`src/rtl/irq_pkg.sv`:
```
package irq_pkg;
  localparam int unsigned SYNC_DEPTH  = 2;
  localparam int unsigned FLAG_GROUPS = 3;
  localparam int unsigned GRP_HI      = 0;
  localparam int unsigned GRP_LO      = 1;
  localparam int unsigned GRP_FAIL    = 2;
endpackage

```
`src/rtl/irq_clk_wdog.sv`:
```
module irq_clk_wdog #(
  parameter int unsigned LIMIT = 64,
  parameter int unsigned SYNC  = irq_pkg::SYNC_DEPTH
) (
  input  logic clk,
  input  logic rst_n,
  input  logic mod_clk,
  output logic failed
);
  localparam int unsigned CW = $clog2(LIMIT + 1);

  logic [SYNC-1:0] sync_q;
  logic            prev_q;
  logic            edge_seen;
  logic [CW-1:0]   cnt_q;

  // synchronizer chain into the system clock domain
  always_ff @(posedge clk or negedge rst_n) begin
    if (!rst_n) begin
      sync_q <= '0;
      prev_q <= 1'b0;
    end else begin
      sync_q <= {sync_q[SYNC-2:0], mod_clk};
      prev_q <= sync_q[SYNC-1];
    end
  end

  assign edge_seen = sync_q[SYNC-1] & ~prev_q;

  // cycles since the last rising edge, saturating at the limit
  always_ff @(posedge clk or negedge rst_n) begin
    if (!rst_n) begin
      cnt_q <= '0;
    end else if (edge_seen) begin
      cnt_q <= '0;
    end else if (cnt_q != CW'(LIMIT)) begin
      cnt_q <= cnt_q + 1'b1;
    end
  end

  assign failed = (cnt_q == CW'(LIMIT));
endmodule

```
`src/rtl/irq_flag_bank.sv`:
```
module irq_flag_bank #(
  parameter int unsigned W = 12
) (
  input  logic         clk,
  input  logic         rst_n,
  input  logic [W-1:0] src,
  input  logic [W-1:0] en,
  input  logic         master_en,
  input  logic         rd_stb,
  output logic [W-1:0] flags
);
  logic [W-1:0] flag_q;

  for (genvar i = 0; i < W; i++) begin : g_bit
    logic set_i;
    logic clr_i;
    assign set_i = src[i] & en[i] & master_en;
    assign clr_i = rd_stb & ~src[i];
    always_ff @(posedge clk or negedge rst_n) begin
      if (!rst_n)     flag_q[i] <= 1'b0;
      else if (set_i) flag_q[i] <= 1'b1;   // set has priority over read-clear
      else if (clr_i) flag_q[i] <= 1'b0;
    end
  end

  assign flags = flag_q;
endmodule

```
`src/rtl/irq_flag_ctrl.sv`:
```
module irq_flag_ctrl #(
  parameter int unsigned NUM_CH     = 4,
  parameter int unsigned WDOG_LIMIT = 64
) (
  input  logic                                 clk,
  input  logic                                 rst_n,
  input  logic [NUM_CH-1:0]                    cmp_hi,
  input  logic [NUM_CH-1:0]                    cmp_lo,
  input  logic [NUM_CH-1:0]                    mod_clk,
  input  logic                                 master_en,
  input  logic [NUM_CH-1:0]                    hi_en,
  input  logic [NUM_CH-1:0]                    lo_en,
  input  logic [NUM_CH-1:0]                    fail_en,
  input  logic                                 irq_pol,
  input  logic                                 rd_stb,
  output logic [irq_pkg::FLAG_GROUPS*NUM_CH-1:0] rd_data,
  output logic                                 irq_out
);
  localparam int unsigned NF = irq_pkg::FLAG_GROUPS * NUM_CH;

  logic [NUM_CH-1:0] mod_fail;
  logic [NF-1:0]     src_all;
  logic [NF-1:0]     en_all;
  logic [NF-1:0]     flags;

  for (genvar c = 0; c < NUM_CH; c++) begin : g_wdog
    irq_clk_wdog #(.LIMIT(WDOG_LIMIT)) u_wdog (
      .clk     (clk),
      .rst_n   (rst_n),
      .mod_clk (mod_clk[c]),
      .failed  (mod_fail[c])
    );
  end

  assign src_all[irq_pkg::GRP_HI*NUM_CH   +: NUM_CH] = cmp_hi;
  assign src_all[irq_pkg::GRP_LO*NUM_CH   +: NUM_CH] = cmp_lo;
  assign src_all[irq_pkg::GRP_FAIL*NUM_CH +: NUM_CH] = mod_fail;
  assign en_all [irq_pkg::GRP_HI*NUM_CH   +: NUM_CH] = hi_en;
  assign en_all [irq_pkg::GRP_LO*NUM_CH   +: NUM_CH] = lo_en;
  assign en_all [irq_pkg::GRP_FAIL*NUM_CH +: NUM_CH] = fail_en;

  irq_flag_bank #(.W(NF)) u_bank (
    .clk       (clk),
    .rst_n     (rst_n),
    .src       (src_all),
    .en        (en_all),
    .master_en (master_en),
    .rd_stb    (rd_stb),
    .flags     (flags)
  );

  assign rd_data = flags;
  assign irq_out = (|flags) ^ irq_pol;
endmodule

```
`config.mk`:
```
export PLATFORM = sky130hd
export DESIGN_NAME = irq_flag_ctrl
export DESIGN_NICKNAME = d
export VERILOG_FILES = /design/src/rtl/irq_pkg.sv /design/src/rtl/irq_clk_wdog.sv /design/src/rtl/irq_flag_bank.sv /design/src/rtl/irq_flag_ctrl.sv
export SDC_FILE = /design/constraint.sdc
export NUM_CORES = 1
export LEC_CHECK = 0
export ABC_CLOCK_PERIOD_IN_PS = 3700
export BUFFER_PORTS_ARGS = -buffer_cell sky130_fd_sc_hd__buf_2
export CAP_MARGIN = 40
export CORE_MARGIN = 1.5
export CORE_UTILIZATION = 59
export DETAILED_ROUTE_END_ITERATION = 16
export GPL_TIMING_DRIVEN = 0
export PLACE_DENSITY_LB_ADDON = 0.1
export SLEW_MARGIN = 10
export SYNTH_ARGS = -nofsm -noshare
export SYNTH_HDL_FRONTEND = slang
export SYNTH_SLANG_ARGS = --single-unit
```
`constraint.sdc`:
```
create_clock -name clk -period 3.7 [get_ports clk]
set_input_delay 0.185 -clock clk [delete_from_list [all_inputs] [get_ports clk]]
set_output_delay 0.185 -clock clk [all_outputs]
set_load 0.01 [all_outputs]
```
==> impl_metrics.csv <==
group,metric,value,unit
synth,netlist.top_cell.by_area,"dfrtp_1",
synth,synth.area.top_cells,"dfrtp_1 56%, a21oi_1 5.6%, ha_1 4.3%, xor2_1 3.4%, inv_1 3.3%",
layout,fin_cells,325,
detailed_routing,wire_per_inst,13.6,um
floorplanning,core_area,3720,um2
hold_path,hold_path.class,"input port to register",
detailed_routing,drt_iter0_drc,143,
floorplanning,die_x,65.5,um
timing,rsz0062_at_grt,"no",
cts,htree_levels,2,
synth,synth_fp_nets,259,
power_and_ir_drop,vdd_drop_max,379,uV
global_routing,grt_pass1_vias,1786,
place,numPortBuffers,41,
floorplanning,ios,42,
detailed_routing,drc,0,
floorplanning,start_util,62.1,%
synth,yosys_warnings,0,
layout,finalNetCount,313,
cts,hold_buffers,5,
setup_path,crit_chain,"inv_1, ha_1, or4b_2, o32ai_1",
timing,setup_ws,1.95,ns
cts,clk_latency,0.30,ns
setup_path,critPathRequiredTime,3.90,ns
timing,fin_hold_ws,0.0911,ns
synth,yosysTopAreaCellShare,56.4,%
global_routing,antenna_found_initial,0,
status,status,"finished, final reports clean",
timing,slew_headroom,46.6,%
place,place_hpwl,3230,um
cts,cts_tree,"done",
floorplanning,rows,22,
timing,tightest_slew,0.793,ns
timing,min_period,1.75,ns
global_routing,grt_start_max_net_pins,28,
power_and_ir_drop,p_leak,0.00128,uW
cts,path_clk_slew,0.09,ns
synth,async_flop_share,100,%
place,gp_congestion,0.797,
timing,max_freq,573,MHz
floorplanning,design.die.area,4290,um2
layout,syn_to_final_growth,19.2,%
setup_path,path_class,"register to register",
global_routing,grtUsageTotal,23.6,%
timing,slew_violations,0,
setup_path,cp.arrival,1.95,ns
detailed_routing,postRouteAntennaNets,0,
layout,drive_gt1_share,19.5,%
synth,ys_seq_elements,52,
cts,cts_resized,0,
synth,ys_seq_area_share,56.4,%
setup_path,max_stage_delay,0.64,ns
cts,clk_path_buf_depth,2,
timing,hold_viol_final,0,
synth,synth_cells,222,
setup_path,critPathMaxFanout,4,
cts,post-cts-setup-buffers,0,
detailed_routing,wl,4420,um
timing,period_share,47.2,%
cts,root_buffer,"clkbuf_8",
cts,cts_buffers,5,
synth,synth_common_cells,"52 x dfrtp_1, 26 x a21oi_1, 20 x inv_1",
detailed_routing,vias_per_cell,5.58,
detailed_routing,routed-via-count,1815,
layout,diodes,0,
timing,fin_skew,0.00579,ns
synth,syn_area,2310,um2
synth,ys.flop_type,"dfrtp_1",
synth,synth_cell_types,28,
timing,setup_viol,0,
cts,cts_num_sinks,52,
detailed_routing,firstDrtPassIters,4,
job,maxCapViolations,0,
timing,setup-tns-final,0,ns
synth,synth.most_common_cell,"dfrtp_1",
setup_path,cp-start-kind,"register",
power_and_ir_drop,p_per_area,511,nW/um2
synth,synth-edff-count,0,
place,placedCellCount,312,
synth,syn_avg_cell_area,10.4,um2
setup_path,slowest_stage,"or4b_2",
floorplanning,die_h,65.5,um
global_routing,grt_pass1_wl,7600,um
setup_path,critPathCaptureType,"register",
global_routing,gr-total-overflow,0,
place,pre_cts_ws,2.00,ns
logic make-up (layout without fill, tap and decap cells):
| group | after synthesis | count (layout) | share of synthesized area (%) |
|---|---|---|---|
| AND/OR/NAND/NOR | 68 | 68 | 16.5 |
| buffers and inverters | 26 | 81 | 4.23 |
| flip-flops | 52 | 52 | 56.4 |
| adder cells (fa/ha/maj) | 8 | 8 | 4.34 |
| XOR/XNOR | 12 | 12 | 4.56 |
| AO/OA/AOI/OAI | 56 | 56 | 13.9 |
metal layers:
layer | vias up | track usage [%] | part of all wire, %
li1 | 891 | - | -
met1 | 885 | 31.5 | 48
met2 | 35 | 38.6 | 48
met3 | 4 | 5.65 | 3.3
met4 | 0 | 7.03 | 0.88
met5 | - | 0 | 0
path summary, 6_finish.rpt:
check | from | endpoint | slack, ns | depth (start not counted)
max reg2reg | g_wdog[2].u_wdog.cnt_q[0]$_DFFE_PN0P_ | u_bank.flags[10]$_DFFE_PN0P_ | 1.95 | 4
min in group asynchronous | rst_n | u_bank.flags[7]$_DFFE_PN0P_ | 0.42 | 2
min reg2reg | g_wdog[2].u_wdog.sync_q[0]$_DFF_PN0_ | g_wdog[2].u_wdog.sync_q[1]$_DFF_PN0_ | 0.35 | 0
max in group asynchronous | rst_n | g_wdog[0].u_wdog.cnt_q[1]$_DFFE_PN0P_ | 2.73 | 3
min | rd_stb | u_bank.flags[8]$_DFFE_PN0P_ | 0.09 | 2
max | g_wdog[2].u_wdog.cnt_q[0]$_DFFE_PN0P_ | u_bank.flags[10]$_DFFE_PN0P_ | 1.95 | 4
power by group:
group	switching, uW	internal, uW
logic	155	141
registers	85.2	645
clock network	178	201
total	419	986
metrics by stage:
stage | util (%) | area (um2) | power [uW]
after global placement | 69.2 | 2570 | 1010
after CTS | 74.0 | 2750 | 1420
after global routing | 74.0 | 2750 | 1500
after detailed placement | 69.7 | 2590 | 1030
final | 74.0 | 2750 | 1400
after floorplan | - | 2310 | 931
layout make-up:
cell class,count,area [um2]
buffer,6,22.5
multi-input combinational,144,907
clock inverter,2,35.0
inverter,20,75.1
fill,290,967
clock buffer,6,72.6
timing repair buffer,47,275
tap,48,60.1
sequential,52,1300
layout by cell type (no fill, tap or decap), types with 2 or more instances in the layout:
cell type	Yosys	layout
a31o_2	2	2
clkbuf_1	6	7
buf_2	0	41
nor2_1	9	9
xnor2_1	3	3
a31oi_1	9	9
a21oi_1	26	26
ha_1	8	8
nor3_1	8	8
dlygate4sd3_1	0	5
a211oi_1	2	2
xor2_1	9	9
inv_1	20	20
o21ai_0	12	12
nand3_1	13	13
nor4b_1	2	2
nand2b_1	5	5
nor2b_1	6	6
dfrtp_1	52	52
or3_1	9	9
nand2_1	7	7
o32ai_1	2	2
or4b_2	2	2
clkbuf_8	0	5
nor4_1	4	4
flip-flops by register name, indices dropped and copies added, names as in the netlist:
signal                cells
g_wdog.u_wdog.prev_q      4
g_wdog.u_wdog.sync_q      8
u_bank.flags             12
g_wdog.u_wdog.cnt_q      28
critical path: cells and delay by family (launching register included):
| kind | cells | cell delay [ns] |
|---|---|---|
| and+or+nand+nor | 1 | 0.64 |
| AOI/OAI and AO/OA | 1 | 0.32 |
| adders and majority gates | 1 | 0.16 |
| DFF | 1 | 0.43 |
| buffers and inverters | 1 | 0.10 |
No activity file was read; power rests on OpenSTA's default activity.
